## config.mk

```make
export PLATFORM = sky130hd
export DESIGN_NAME = arith_unit
export DESIGN_NICKNAME = d
export VERILOG_FILES = /design/src/rtl/au_pkg.sv /design/src/rtl/au_full_adder.sv /design/src/rtl/au_ripple_adder.sv /design/src/rtl/au_ctrl.sv /design/src/rtl/au_datapath.sv /design/src/rtl/arith_unit.sv
export SDC_FILE = /design/constraint.sdc
export NUM_CORES = 1
export LEC_CHECK = 0
export BUFFER_PORTS_ARGS = -buffer_cell sky130_fd_sc_hd__buf_2
export CAP_MARGIN = 0
export CORE_AREA = 4 4 41 43
export DETAILED_ROUTE_END_ITERATION = 8
export DIE_AREA = 0 0 45 47
export PLACE_DENSITY = 0.88
export SKIP_LAST_GASP = 1
export SLEW_MARGIN = 20
export SYNTH_ARGS = -nofsm -noshare
export SYNTH_HDL_FRONTEND = slang
export SYNTH_SLANG_ARGS = --single-unit
```

## constraint.sdc

```tcl
create_clock -name vclk -period 13.97
set_input_delay 1.397 -clock vclk [all_inputs]
set_output_delay 1.397 -clock vclk [all_outputs]
set_load 0.01 [all_outputs]
```

## src/rtl/au_pkg.sv

```systemverilog
package au_pkg;
  localparam int OP_W = 3;

  typedef enum logic [OP_W-1:0] {
    OP_PASS0 = 3'b000,
    OP_ADD   = 3'b001,
    OP_SUB   = 3'b010,
    OP_ADC   = 3'b011,
    OP_NEG   = 3'b100,
    OP_INC   = 3'b101,
    OP_PASS6 = 3'b110,
    OP_PASS7 = 3'b111
  } auOp_e;

  typedef enum logic {X_TRUE = 1'b0, X_INV = 1'b1} xSel_e;
  typedef enum logic [1:0] {Y_TRUE = 2'd0, Y_INV = 2'd1, Y_ZERO = 2'd2} ySel_e;
  typedef enum logic [1:0] {C_ZERO = 2'd0, C_ONE = 2'd1, C_EXT = 2'd2} cSel_e;

  typedef struct packed {
    xSel_e xSel;
    ySel_e ySel;
    cSel_e cSel;
  } auCtrl_t;
endpackage

```

## src/rtl/au_full_adder.sv

```systemverilog
module au_full_adder (
  input  logic a,
  input  logic b,
  input  logic ci,
  output logic s,
  output logic co
);
  logic halfSum;
  assign halfSum = a ^ b;
  assign s       = halfSum ^ ci;
  assign co      = (a & b) | (halfSum & ci);
endmodule

```

## src/rtl/au_ripple_adder.sv

```systemverilog
module au_ripple_adder #(
  parameter int WIDTH = 8
) (
  input  logic [WIDTH-1:0] a,
  input  logic [WIDTH-1:0] b,
  input  logic             ci,
  output logic [WIDTH-1:0] sum,
  output logic             coutTop,
  output logic             coutBelow
);
  logic [WIDTH:0] chain;
  assign chain[0] = ci;

  for (genvar i = 0; i < WIDTH; i++) begin : g_cell
    au_full_adder u_fa (
      .a  (a[i]),
      .b  (b[i]),
      .ci (chain[i]),
      .s  (sum[i]),
      .co (chain[i+1])
    );
  end

  assign coutTop   = chain[WIDTH];
  assign coutBelow = chain[WIDTH-1];

  always_comb begin
    p_sum_r1: assert ({coutTop, sum} == ({1'b0, a} + {1'b0, b} + {{WIDTH{1'b0}}, ci}))
      else $error("R1: ripple chain sum differs from arithmetic sum");
  end
endmodule

```

## src/rtl/au_ctrl.sv

```systemverilog
module au_ctrl
  import au_pkg::*;
(
  input  logic [OP_W-1:0] opCode,
  output auCtrl_t         ctrl
);
  always_comb begin
    ctrl = '{xSel: X_TRUE, ySel: Y_ZERO, cSel: C_ZERO};
    case (opCode)
      OP_ADD: ctrl = '{xSel: X_TRUE, ySel: Y_TRUE, cSel: C_ZERO};
      OP_SUB: ctrl = '{xSel: X_TRUE, ySel: Y_INV,  cSel: C_ONE};
      OP_ADC: ctrl = '{xSel: X_TRUE, ySel: Y_TRUE, cSel: C_EXT};
      OP_NEG: ctrl = '{xSel: X_INV,  ySel: Y_ZERO, cSel: C_ONE};
      OP_INC: ctrl = '{xSel: X_TRUE, ySel: Y_ZERO, cSel: C_ONE};
      default: ctrl = '{xSel: X_TRUE, ySel: Y_ZERO, cSel: C_ZERO};
    endcase
  end
endmodule

```

## src/rtl/au_datapath.sv

```systemverilog
module au_datapath
  import au_pkg::*;
#(
  parameter int WIDTH = 8
) (
  input  logic [WIDTH-1:0] opA,
  input  logic [WIDTH-1:0] opB,
  input  logic             carryIn,
  input  auCtrl_t          ctrl,
  output logic [WIDTH-1:0] result,
  output logic             zeroFlag,
  output logic             carryFlag,
  output logic             ovfFlag,
  output logic             signFlag
);
  localparam int MSB = WIDTH - 1;

  logic [WIDTH-1:0] addA, addB;
  logic             addC, coutTop, coutBelow;

  always_comb begin
    addA = (ctrl.xSel == X_INV) ? ~opA : opA;
    case (ctrl.ySel)
      Y_TRUE:  addB = opB;
      Y_INV:   addB = ~opB;
      default: addB = '0;
    endcase
    case (ctrl.cSel)
      C_ONE:   addC = 1'b1;
      C_EXT:   addC = carryIn;
      default: addC = 1'b0;
    endcase
  end

  au_ripple_adder #(.WIDTH(WIDTH)) u_adder (
    .a         (addA),
    .b         (addB),
    .ci        (addC),
    .sum       (result),
    .coutTop   (coutTop),
    .coutBelow (coutBelow)
  );

  assign zeroFlag  = ~(|result);
  assign carryFlag = coutTop;
  assign ovfFlag   = coutTop ^ coutBelow;
  assign signFlag  = result[MSB];

  always_comb begin
    p_ovf_r10: assert (ovfFlag == ((addA[MSB] == addB[MSB]) && (result[MSB] != addA[MSB])))
      else $error("R10: overflow flag disagrees with operand/result signs");
    if (ctrl.xSel == X_TRUE && ctrl.ySel == Y_INV && ctrl.cSel == C_ONE) begin
      p_sub_r3: assert (result == WIDTH'(opA - opB) && carryFlag == (opA >= opB))
        else $error("R3: subtract result or borrow wrong");
    end
    if (ctrl.xSel == X_INV && ctrl.ySel == Y_ZERO && ctrl.cSel == C_ONE) begin
      p_neg_r5: assert (result == WIDTH'(-opA) && carryFlag == (opA == '0))
        else $error("R5: negate result wrong");
    end
    if (ctrl.xSel == X_TRUE && ctrl.ySel == Y_ZERO && ctrl.cSel == C_ONE) begin
      p_inc_r6: assert (result == WIDTH'(opA + 1'b1))
        else $error("R6: increment result wrong");
    end
    if (ctrl.xSel == X_TRUE && ctrl.ySel == Y_ZERO && ctrl.cSel == C_ZERO) begin
      p_pass_r7: assert (result == opA && !carryFlag && !ovfFlag)
        else $error("R7: pass-through altered x or raised a flag");
    end
  end
endmodule

```

## src/rtl/arith_unit.sv

```systemverilog
module arith_unit
  import au_pkg::*;
#(
  parameter int WIDTH = 8
) (
  input  logic [WIDTH-1:0] opA,
  input  logic [WIDTH-1:0] opB,
  input  logic [OP_W-1:0]  opCode,
  input  logic             carryIn,
  output logic [WIDTH-1:0] result,
  output logic             zeroFlag,
  output logic             carryFlag,
  output logic             ovfFlag,
  output logic             signFlag
);
  auCtrl_t ctrl;

  au_ctrl u_ctrl (
    .opCode (opCode),
    .ctrl   (ctrl)
  );

  au_datapath #(.WIDTH(WIDTH)) u_dp (
    .opA       (opA),
    .opB       (opB),
    .carryIn   (carryIn),
    .ctrl      (ctrl),
    .result    (result),
    .zeroFlag  (zeroFlag),
    .carryFlag (carryFlag),
    .ovfFlag   (ovfFlag),
    .signFlag  (signFlag)
  );
endmodule

```

Word-level counts from Yosys, hierarchy flattened
Cells that the tools add are included.

Register bits: 0. Output and inout port bits: 12. Word-level logic and storage cells: 58.

Equality and inequality tests: 8. Mux-type cells: 4. Bitwise logic cells: 44. Reduce and logical (&&, ||, !) cells: 2.

Operators by type and width (count): 5-bit one-hot mux with 5 select lines (1); 1-bit XOR (17); 1-bit bitwise AND (16); 8-bit inverter (2); 8-bit one-hot mux with 2 select lines (1); 8-bit two-way mux (1); 1-bit bitwise OR (8); 8-bit OR reduction (1); 3-bit by 2-bit equality test with 1-bit output, second input constant (2); 3-bit equality test, second input constant (2); 2-bit by 1-bit equality test with 1-bit output, second input constant (2); 3-bit by 1-bit equality test with 1-bit output, second input constant (1); 2-bit equality test, second input constant (1); 2-bit logical NOT (1); 1-bit one-hot mux with 2 select lines (1); 1-bit inverter (1).

Depth between registers and ports, before layout
Word-level depth: 22. Depth in mapped cells: 18. Gate-level depth less buffers: 16.

Hierarchy
From an unflattened synthesis, not the netlist that was laid out.

Cells, all modules: 54. Area, all modules: 466.7 µm².

By module, submodules not included: au_datapath (instances 1, cells an instance 38, area an instance 260.2 µm², seq. area each 0.0 µm²); au_full_adder (instances 8, cells an instance 1, area an instance 20.0 µm², seq. area each 0.0 µm²); au_ctrl (instances 1, cells an instance 8, area an instance 46.3 µm², seq. area each 0.0 µm²).

Worst setup path after synthesis
No wires, ideal clock.

Kind: input port to output port. Start point: in opCode[0]. End point: out zeroFlag. Arrival: 5608 ps. Required time: 12573 ps. Slack: 6965 ps. Cell stages on the path: 16. Path buffers: 1. Path through: buf_6 > nand2b_1 > mux2_2 > ha_1 > nor2_1 > fa_1 > fa_1 > inv_1 > fa_1 > fa_1 > fa_1 > fa_1 > fa_1 > inv_1 > fa_1 > nor4_1.

Cells in the longest elaborated chain, start to end: 22. Elaborated cells between the ends (all ways): 52. Classes of those cells: eq/ne (8); mux (4); bitwise (38); reduce/logical (2).

Ends and longest elaborated chain: start: declaration (RTL line arith_unit.sv:8) `input logic [OP_W-1:0] opCode,`; 3-bit equality test (tied with other cells) (RTL line au_ctrl.sv:9) `case (opCode)`; 5-bit one-hot mux with 5 select lines (*) (RTL line au_ctrl.sv:9); 2-bit by 1-bit equality test with 1-bit output or 2-bit logical NOT (tied branches); 8-bit one-hot mux with 2 select lines (RTL line au_datapath.sv:23) `case (ctrl.ySel)`; 1-bit XOR (RTL line au_full_adder.sv:9) `assign halfSum = a ^ b;`; 1-bit bitwise AND (RTL line au_full_adder.sv:11) `assign co = (a & b) | (halfSum & ci);`; 1-bit bitwise OR (RTL line au_full_adder.sv:11); 1-bit bitwise AND (RTL line au_full_adder.sv:11); (+7 left out); 1-bit bitwise AND (RTL line au_full_adder.sv:11); 1-bit bitwise OR (RTL line au_full_adder.sv:11); 1-bit bitwise AND (RTL line au_full_adder.sv:11); 1-bit bitwise OR (RTL line au_full_adder.sv:11); 1-bit XOR (*) (RTL line au_full_adder.sv:10) `assign s = halfSum ^ ci;`; via signFlag (RTL line arith_unit.sv:14) `output logic signFlag`; 8-bit OR reduction (*) (RTL line au_datapath.sv:44) `assign zeroFlag = ~(|result);`; 1-bit inverter (*) (RTL line au_datapath.sv:44); end: declaration (RTL line arith_unit.sv:11) `output logic zeroFlag,`.

Mark *: on every way through the listed nets, which the timed path passes. The rest lies on a longest branch.

Worst setup path after layout
Start point: in opCode[0]. End point: out zeroFlag.

Cells in the longest elaborated chain, start to end: 22. Elaborated cells between the ends (all ways): 52. Classes of those cells: eq/ne (8); mux (4); bitwise (38); reduce/logical (2).

Ends and longest elaborated chain (RTL line): 3-bit equality test (tied with other cells) (au_ctrl.sv:9); 5-bit one-hot mux with 5 select lines (*) (au_ctrl.sv:9); 2-bit by 1-bit equality test with 1-bit output or 2-bit logical NOT (tied branches); 8-bit one-hot mux with 2 select lines (au_datapath.sv:23); 1-bit XOR (au_full_adder.sv:9); 1-bit bitwise AND (au_full_adder.sv:11); 1-bit bitwise OR (au_full_adder.sv:11); 1-bit bitwise AND (au_full_adder.sv:11); (+6 left out); 1-bit bitwise OR (au_full_adder.sv:11); 1-bit bitwise AND (au_full_adder.sv:11); 1-bit bitwise OR (au_full_adder.sv:11); 1-bit bitwise AND (au_full_adder.sv:11); 1-bit bitwise OR (au_full_adder.sv:11); 1-bit XOR (au_full_adder.sv:10); 8-bit OR reduction (*) (au_datapath.sv:44); 1-bit inverter (*) (au_datapath.sv:44).

Mark *: on every way between the ends. The rest lies on a longest branch, timed or not.

==> metrics <==
outcome finished, final reports clean; pre-CTS setup slack 6660 ps; Initial DRC Count 3; f_max 137 MHz; setup tns final 0 ps; GP Congestion 0.725; Leak 0.354 nW; pwr/cell area 49.3 nW/um^2; Largest stage delay, worst path 460 ps; Max VDD drop 0.0000301 V; final non-filler cell total 110; Die X 45 um; Worst Setup End Kind output port; Netlist Area Pre-Place 618 sq um; max-cap viol count 0; WHS 3370 ps; largest net degree at the start of global routing 20; Total Routing Usage GR 12.5%; CP top delay family adder cells; post-synth cell types 21; Critical Path RT 12570 ps; initial antenna violation count 0; DRC 0; placed insts 110; final hold violations 0; Initial Util 47.5%; synth-to-layout area growth 14.2%; DP HPWL 1.24 mm; global-route wire length before repair 2.02 mm; via count 545; CP startpoint kind primary input; Die Y 47 um; Cell Chain, Critical Path buf_2 > nand2b_1 > mux2_2 > ha_1 > nor2_1 > fa_1 > fa_1 > inv_1 > fa_1 > fa_1 > fa_1 > fa_1 > fa_1 > inv_1 > fa_1 > nor4_1 > buf_2; Final Max Tran Viols 0; gr ovfl total 0; post-synthesis average cell area 8.24 sq um; min cycle time layout 7290 ps; syn nets 105; RSZ-0062 raised after global routing false; port bufs 32; CP arrival 5890 ps; clock buffer count 0; Worst path slowest cell fa_1; Fill cells 137; crit path buf inv count 4; CTS Hold Bufs 0; post-DR wirelength/cell 12.3 um; count of flip-flops and latches 0; Post-Syn Instances 75; Seq/Total Area, Yosys 0%; I/O pin count 32; final setup vio count 0; post-cts resize count 0; Critical Path Fanout Max 19; Post-Route WL 1.36 mm; FF/Latch Area 0 sq um; DR vias/cell 4.95; diode count 0; Worst Hold Class in -> out; slew margin rel. 79.2%; die area 2120 sq um; period utilization 52.2%; Nets 127; drt first pass iters 3; worst-margin pin slew 312 ps; share of layout cells above drive strength 1 36.8%; Syn. warnings 0; post-CTS setup buffers 0; site row count 13; CP Class in -> out; via count of the first global-routing pass 513; PnR worst setup slack 6680 ps; Most common cell on crit path fa_1; ANT nets after route 0; Core Box Area 1300 sq um
==> per-stage QoR <==
stage	total power [mW]	utilization (%)	instance area, sq um
after global placement	0.0336	54.2	706
after global routing	0.0389	54.2	706
final	0.0348	54.2	706
after CTS	0.0355	54.2	706
after detailed placement	0.0354	54.2	706
after floorplan	0.0297	-	618
==> power breakdown <==
part	internal [mW]	total, mW	switching [mW]	leakage, nW
Sequential	0	0	0	0
Combinational	0.0160	0.0348	0.0188	0.354
Clock	0	0	0	0
==> synthesized netlist by cell type <==
cell	n	share of area, %
or2_2	1	1.0
a21oi_1	4	3.2
xor2_1	3	4.3
inv_1	7	4.3
buf_6	2	3.6
nor4_1	1	1.0
nand2b_1	1	1.0
nor2_1	2	1.2
ha_1	2	4.0
or3b_1	8	11
mux2_2	1	1.8
nand4b_1	1	1.4
buf_2	1	0.81
buf_1	1	0.61
nand2_1	10	6.1
buf_4	9	11
a21o_1	5	6.1
fa_1	8	26
mux2i_1	1	1.6
xnor2_1	6	8.5
nor3b_1	1	1.2
==> worst paths after layout <==
path / end / slack [ps] / start / cells after the start
max: zeroFlag / 6680 / opCode[0] / 17
min: result[0] / 3370 / carryIn / 5
==> kinds of logic after synthesis <==
group                    synth area share [%]
adder cells (fa/ha/maj)                  30.0
XOR/XNOR                                 12.8
AND/OR/NAND/NOR                          24.3
buffers and inverters                    20.2
AO/OA/AOI/OAI                            9.31
multiplexers                             3.44
==> cell type report <==
cell class	count	area (sq um)	area share [%]
Multi-Input combinational cell	55	493	69.9
Timing Repair Buffer	33	168	23.8
Inverter	7	26.3	3.72
Tap cell	15	18.8	2.66
==> layer usage <==
metal  GRT usage [%]  part of all wire (%)
met1            13.6                    36
met2            27.7                    56
met3           0.383                   7.8
met4               0                     0
met5               0                     0
==> cells in the final DEF, fill, tap and decap left out, types with 2 or more instances in the layout <==
cell,n
nand2_1,10
ha_1,2
xor2_1,3
buf_2,32
or3b_1,8
fa_1,8
a21o_1,5
a21oi_1,4
xnor2_1,6
inv_1,7
nor2_1,2
No activity file was read; power rests on OpenSTA's default activity.
